**config.mk**
```make
export PLATFORM = sky130hd
export DESIGN_NAME = tile_fence_judge
export DESIGN_NICKNAME = d
export VERILOG_FILES = /design/src/rtl/tfj_pkg.sv /design/src/rtl/tfj_stride_rule.sv /design/src/rtl/tfj_fence_walk.sv /design/src/rtl/tfj_fence_rule.sv /design/src/rtl/tile_fence_judge.sv
export SDC_FILE = /design/constraint.sdc
export NUM_CORES = 1
export LEC_CHECK = 0
export ABC_AREA = 1
export BUFFER_PORTS_ARGS = -buffer_cell sky130_fd_sc_hd__buf_4
export CORE_ASPECT_RATIO = 0.6
export CORE_UTILIZATION = 45
export DETAILED_ROUTE_END_ITERATION = 8
export GPL_TIMING_DRIVEN = 0
export PLACE_DENSITY = 0.67
export SYNTH_ARGS = -nofsm -noshare
export SYNTH_HDL_FRONTEND = slang
export SYNTH_SLANG_ARGS = --single-unit
```
**constraint.sdc**
```tcl
create_clock -name clk -period 2.4 [get_ports clk]
set_input_delay 0.48 -clock clk [delete_from_list [all_inputs] [get_ports clk]]
set_output_delay 0.48 -clock clk [all_outputs]
set_load 0.02 [all_outputs]
```
**src/rtl/tfj_pkg.sv**
```systemverilog
package tfj_pkg;

    localparam int TFJ_STRIDE_W = 16;
    localparam int TFJ_ADDR_W   = 32;

    typedef enum logic [1:0] {
        GEN_LEG_A   = 2'd0,
        GEN_LEG_B   = 2'd1,
        GEN_MODERN  = 2'd2,
        GEN_MODERN2 = 2'd3
    } gen_e;

    typedef enum logic [1:0] {
        TM_LINEAR = 2'd0,
        TM_XMAJ   = 2'd1,
        TM_YMAJ   = 2'd2,
        TM_YMAJ2  = 2'd3
    } tmode_e;

    typedef struct packed {
        gen_e                    gen;
        tmode_e                  mode;
        logic                    narrow_y;
        logic [TFJ_STRIDE_W-1:0] stride;
        logic [TFJ_ADDR_W-1:0]   obj_size;
        logic [TFJ_ADDR_W-1:0]   reg_size;
        logic [TFJ_ADDR_W-1:0]   reg_off;
    } req_t;

    function automatic logic is_modern(gen_e g);
        return g[1];
    endfunction

    function automatic logic is_y_type(tmode_e m);
        return m[1];
    endfunction

    function automatic logic is_pow2_stride(logic [TFJ_STRIDE_W-1:0] v);
        return (v & (v - 1'b1)) == '0;
    endfunction

endpackage

```
**src/rtl/tfj_stride_rule.sv**
```systemverilog
module tfj_stride_rule
    import tfj_pkg::*;
#(
    parameter int MAX_PITCH         = 127,
    parameter int LEGACY_STRIDE_MAX = 8192,
    parameter int SIZE_LIMIT        = 64,
    parameter int NARROW_TILE       = 128,
    parameter int WIDE_TILE         = 512
) (
    input  req_t req,
    output logic ok
);
    localparam logic [TFJ_STRIDE_W-1:0] PITCH_CAP  = TFJ_STRIDE_W'(MAX_PITCH);
    localparam logic [TFJ_STRIDE_W:0]   LEG_CAP    = (TFJ_STRIDE_W+1)'(LEGACY_STRIDE_MAX);
    localparam logic [63:0]             LIM_LEG_B  = 64'(SIZE_LIMIT) << 20;
    localparam logic [63:0]             LIM_LEG_A  = 64'(SIZE_LIMIT) << 19;

    logic [TFJ_STRIDE_W-1:0] tile_w;
    logic                    modern_ok;
    logic                    legacy_ok;
    logic [63:0]             size_cap;

    always_comb begin
        if (req.gen == GEN_LEG_A || (is_y_type(req.mode) && req.narrow_y))
            tile_w = TFJ_STRIDE_W'(NARROW_TILE);
        else
            tile_w = TFJ_STRIDE_W'(WIDE_TILE);

        size_cap  = (req.gen == GEN_LEG_B) ? LIM_LEG_B : LIM_LEG_A;

        modern_ok = ((req.stride >> 7) <= PITCH_CAP)
                 && ((req.stride & (tile_w - 1'b1)) == '0);

        legacy_ok = ({1'b0, req.stride} <= LEG_CAP)
                 && (req.stride >= tile_w)
                 && is_pow2_stride(req.stride)
                 && ({32'b0, req.obj_size} <= size_cap);

        if (req.mode == TM_LINEAR)
            ok = 1'b1;
        else if (is_modern(req.gen))
            ok = modern_ok;
        else
            ok = legacy_ok;
    end
endmodule

```
**src/rtl/tfj_fence_walk.sv**
```systemverilog
module tfj_fence_walk
    import tfj_pkg::*;
#(
    parameter int FLOOR_A = 32'h0008_0000,
    parameter int FLOOR_B = 32'h0010_0000
) (
    input  logic                  clk,
    input  logic                  rst,
    input  logic                  load,
    input  logic                  advance,
    input  gen_e                  gen,
    input  logic [TFJ_ADDR_W-1:0] obj_size,
    output logic [TFJ_ADDR_W-1:0] fsize,
    output logic                  covered,
    output logic                  saturated
);
    localparam logic [TFJ_ADDR_W-1:0] START_A = TFJ_ADDR_W'(FLOOR_A);
    localparam logic [TFJ_ADDR_W-1:0] START_B = TFJ_ADDR_W'(FLOOR_B);

    always_ff @(posedge clk) begin
        if (rst)
            fsize <= '0;
        else if (load)
            fsize <= (gen == GEN_LEG_B) ? START_B : START_A;
        else if (advance)
            fsize <= fsize << 1;
    end

    assign covered   = (fsize >= obj_size);
    assign saturated = fsize[TFJ_ADDR_W-1];
endmodule

```
**src/rtl/tfj_fence_rule.sv**
```systemverilog
module tfj_fence_rule
    import tfj_pkg::*;
#(
    parameter int START_MASK_A = 32'h07F8_0000,
    parameter int START_MASK_B = 32'h0FF0_0000
) (
    input  req_t                  req,
    input  logic [TFJ_ADDR_W-1:0] fsize,
    input  logic                  covered,
    output logic                  ok
);
    localparam logic [TFJ_ADDR_W-1:0] MASK_A = TFJ_ADDR_W'(START_MASK_A);
    localparam logic [TFJ_ADDR_W-1:0] MASK_B = TFJ_ADDR_W'(START_MASK_B);

    logic [TFJ_ADDR_W-1:0] mask;
    logic                  place_ok;

    always_comb begin
        mask     = (req.gen == GEN_LEG_B) ? MASK_B : MASK_A;
        place_ok = covered
                && (req.reg_size == fsize)
                && ((req.reg_off & (fsize - 1'b1)) == '0)
                && ((req.reg_off & ~mask) == '0);
        if (req.mode == TM_LINEAR || is_modern(req.gen))
            ok = 1'b1;
        else
            ok = place_ok;
    end
endmodule

```
**src/rtl/tile_fence_judge.sv**
```systemverilog
module tile_fence_judge
    import tfj_pkg::*;
#(
    parameter int MAX_PITCH         = 127,
    parameter int LEGACY_STRIDE_MAX = 8192,
    parameter int SIZE_LIMIT        = 64,
    parameter int FLOOR_A           = 32'h0008_0000,
    parameter int FLOOR_B           = 32'h0010_0000,
    parameter int START_MASK_A      = 32'h07F8_0000,
    parameter int START_MASK_B      = 32'h0FF0_0000
) (
    input  logic                    clk,
    input  logic                    rst,
    input  logic                    start,
    input  logic [1:0]              gen_sel,
    input  logic [1:0]              tile_mode,
    input  logic                    narrow_y,
    input  logic [TFJ_STRIDE_W-1:0] stride,
    input  logic [TFJ_ADDR_W-1:0]   obj_size,
    input  logic [TFJ_ADDR_W-1:0]   region_size,
    input  logic [TFJ_ADDR_W-1:0]   region_offset,
    output logic                    done,
    output logic                    stride_ok,
    output logic                    fence_ok
);
    typedef enum logic {ST_IDLE, ST_RUN} state_e;

    state_e                state;
    req_t                  req_q;
    logic                  busy;
    logic                  load;
    logic                  settle;
    logic                  skip_walk;
    logic                  stride_res;
    logic                  fence_res;
    logic [TFJ_ADDR_W-1:0] fsize;
    logic                  covered;
    logic                  saturated;

    assign busy      = (state == ST_RUN);
    assign load      = start && !busy;
    assign skip_walk = (req_q.mode == TM_LINEAR) || is_modern(req_q.gen);
    assign settle    = skip_walk || covered || saturated;

    always_ff @(posedge clk) begin
        if (rst) begin
            state     <= ST_IDLE;
            req_q     <= '0;
            done      <= 1'b0;
            stride_ok <= 1'b0;
            fence_ok  <= 1'b0;
        end else begin
            done <= 1'b0;
            if (load) begin
                state          <= ST_RUN;
                req_q.gen      <= gen_e'(gen_sel);
                req_q.mode     <= tmode_e'(tile_mode);
                req_q.narrow_y <= narrow_y;
                req_q.stride   <= stride;
                req_q.obj_size <= obj_size;
                req_q.reg_size <= region_size;
                req_q.reg_off  <= region_offset;
            end else if (busy && settle) begin
                state     <= ST_IDLE;
                done      <= 1'b1;
                stride_ok <= stride_res;
                fence_ok  <= fence_res;
            end
        end
    end

    tfj_stride_rule #(
        .MAX_PITCH         (MAX_PITCH),
        .LEGACY_STRIDE_MAX (LEGACY_STRIDE_MAX),
        .SIZE_LIMIT        (SIZE_LIMIT),
        .NARROW_TILE       (128),
        .WIDE_TILE         (512)
    ) u_stride (
        .req (req_q),
        .ok  (stride_res)
    );

    tfj_fence_walk #(
        .FLOOR_A (FLOOR_A),
        .FLOOR_B (FLOOR_B)
    ) u_walk (
        .clk       (clk),
        .rst       (rst),
        .load      (load),
        .advance   (busy && !settle),
        .gen       (gen_e'(gen_sel)),
        .obj_size  (req_q.obj_size),
        .fsize     (fsize),
        .covered   (covered),
        .saturated (saturated)
    );

    tfj_fence_rule #(
        .START_MASK_A (START_MASK_A),
        .START_MASK_B (START_MASK_B)
    ) u_fence (
        .req     (req_q),
        .fsize   (fsize),
        .covered (covered),
        .ok      (fence_res)
    );
endmodule

```
==> results_dict.tcl <==
set metrics [dict create \
    drive_above_1_share 0.206 \
    top_level_ports 123 \
    yosys.cell_types.count 31 \
    die_x_um 156 \
    max_freq_mhz 471 \
    dp.cells 1240 \
    synth_top_cell_area_share 0.419 \
    gr-total-overflow 0 \
    clkTransAtPathRegs_ns 0.07 \
    setup_viol 0 \
    slowest_delay_ns 0.57 \
    area_delta_synth_final_pct 27.2 \
    hp-class "in -> reg" \
    grt_max_degree 17 \
    grt_first_pass_wirelength_mm 28.6 \
    drt-initial-drc-count 440 \
    status "finished clean" \
    final_common_cell "nor2_1" \
    cp_slowest_cell "dfxtp_1" \
    fin_skew_ns 0.0107 \
    die-area_mm2 0.0147 \
    yosys.area_share.simple 0.286 \
    cp_top_family "simple AND/OR/NAND/NOR gates" \
    yosys.area_share.xor_xnor 0.00274 \
    critPathKind "reg -> reg" \
    port_buffers 121 \
    worstPathCellList "ha_1, nand2_1, inv_1, nand2_1, nand2_1, a21oi_2, nand2_1, nor2_4, buf_4, nand4_1, a21oi_2" \
    cp_num_buf_inv 2 \
    hpwlAfterDp_mm 13.2 \
    vias 6286 \
    syn_nets 1066 \
    drv_slew 0 \
    rsz0062_at_grt "false" \
    netlist_instances 927 \
    syn_avg_cell_area_um2 6.91 \
    required_ns 2.74 \
    leakage_nw 3.77 \
    diodes 0 \
    start_util 0.466 \
    finalCriticalPeriod_ns 2.12 \
    cts-resized-gates 0 \
    grt_pass1_vias 5754 \
    nets 1206 \
    ant_nets 0 \
    synthMuxAreaShare 0 \
    cts_hold_buf 0 \
    numCtsBuffers 17 \
    power_per_cell_area_mw_per_mm2 752 \
    mostFrequentLayoutCells "216 x nor2_1, 134 x dfxtp_1, 132 x nand2_1" \
    synth_fa_ha_area_frac 0.0371 \
    wl_mm 17.6 \
    cp-end-kind "flop" \
    cp_common_cell "nand2_1" \
    period_share 0.884 \
    rows 33 \
    tritoncts "yes" \
    synth_top_cell_by_area "dfxtp_1" \
    ys_ff_latch 134 \
    clock_sinks 134 \
    die_height_um 94.4 \
    viasPerCell 4.94 \
    place_ws_ns 0.354 \
    post-cts-setup-buffers 0 \
    wl_per_cell_um 13.8 \
    cap_viol_max_count 0 \
    syn_area_mm2 0.00640 \
    first_pass_iters 5 \
    antenna_found_initial 0 \
    arrival_ns 2.47 \
    start_kind "flop" \
    finalHoldViolations 0 \
    synth_compound_area_frac 0.168 \
    irDropWorstVdd_mv 0.413 \
    max-clock-path-buffers 2 \
    tns_ns 0 \
    core_mm2 0.0137 \
    setup_ws_ns 0.278 \
    synth_top_family_by_area "simple AND/OR/NAND/NOR gates" \
    path_max_fanout 10 \
    fin_cells 1272 \
    yosysWarnings 0 \
    synth-seq-area-share 0.419 \
    place.gp.congestion 0.876 \
    grt.total_usage 0.253 \
    drc 0 \
    clk_latency_ns 0.42 \
    maxSlewHeadroom 0.534 \
    synth_area_leaders "dfxtp_1 42%, nor2_1 13%, nand2_1 7.7%" \
    max_slew.worst_pin.slew_ns 0.699 \
    p_total_w 0.00613 \
    htreeDepth 4 \
    root_buffer "clkbuf_16" \
]
-- sequential cells by signal (all words and copies together), names as in the netlist --
name          cells
fence_ok          1
req_q           117
busy              1
u_walk.fsize     13
stride_ok         1
done              1
-- metrics by stage --
stage               hold slack (ns)  utilization  cell area, um^2
floorplan                     0.431            -             6400
global placement              0.441        0.549             7550
detailed placement            0.446        0.549             7550
CTS                           0.271        0.593             8150
global route                  0.267        0.593             8150
finish                        0.276        0.593             8150
-- synthesized netlist by cell type --
cell      count
o21a_1        1
nor2_1      216
dfxtp_1     134
a21oi_2      11
o21ai_0      80
nand2_1     132
clkbuf_1     24
inv_1        76
clkinv_2      1
nand3_1      40
inv_2        15
nand4_1      15
nand3_4       1
nor2_8        1
nor2_2        5
buf_12        1
buf_2        19
buf_4         1
nor3_1        3
buf_1         1
a31oi_1       1
o21ai_1      47
ha_1         19
nor2_4        2
or2_1         2
xnor2_1       1
xor2_1        1
nand2_2       3
a211oi_1      1
nand3_2       9
a21oi_1      64
-- kinds of logic (layout without fill, tap and decap cells) --
family          after synthesis  in the layout
flops                       134            134
xor+xnor                      2              2
fa+ha+maj                    19             19
simple gates                429            429
buf+inv                     138            291
compound gates              205            205
-- worst reg2reg max path, cell delays in order, from the launching register on --
cell and delay [ns]:
dfxtp_1 0.57, ha_1 0.32, nand2_1 0.08, inv_1 0.04
nand2_1 0.05, nand2_1 0.07, a21oi_2 0.16, nand2_1 0.10
nor2_4 0.15, buf_4 0.19, nand4_1 0.15, a21oi_2 0.18
-- power breakdown --
group / leakage, nW / switching [W] / internal, W / total, W
registers: 1.11 / 0.000104 / 0.00240 / 0.00250
logic: 2.37 / 0.000586 / 0.000397 / 0.000983
clock network: 0.288 / 0.00114 / 0.00151 / 0.00264
-- per-layer routing --
| metal | share of wire | up-vias | track usage |
|---|---|---|---|
| li1 | - | 3276 | - |
| met1 | 0.53 | 2800 | 0.390 |
| met2 | 0.39 | 197 | 0.351 |
| met3 | 0.073 | 13 | 0.0486 |
| met4 | 0.0089 | 0 | 0.0694 |
| met5 | 0 | - | 0 |
-- layout make-up --
type                    instances  area [um^2]
well taps                     192          240
multi-input cells             655         3160
flip-flops and latches        134         2680
fillers                      1316         5600
clock buffers                  18          439
inverters                      92          347
repair buffers                121          908
clock inverters                14          156
plain buffers                  46          216
-- worst paths after layout --
check	from	endpoint	slack (ns)	cells after the start
max	u_walk.fsize[26]	u_walk.fsize[31]	0.28	11
min	obj_size[15]	req_q[79]	0.28	3
max reg2reg	u_walk.fsize[26]	u_walk.fsize[31]	0.28	11
min reg2reg	req_q[6]	req_q[6]	0.46	2
No activity file was read; power rests on OpenSTA's default activity.
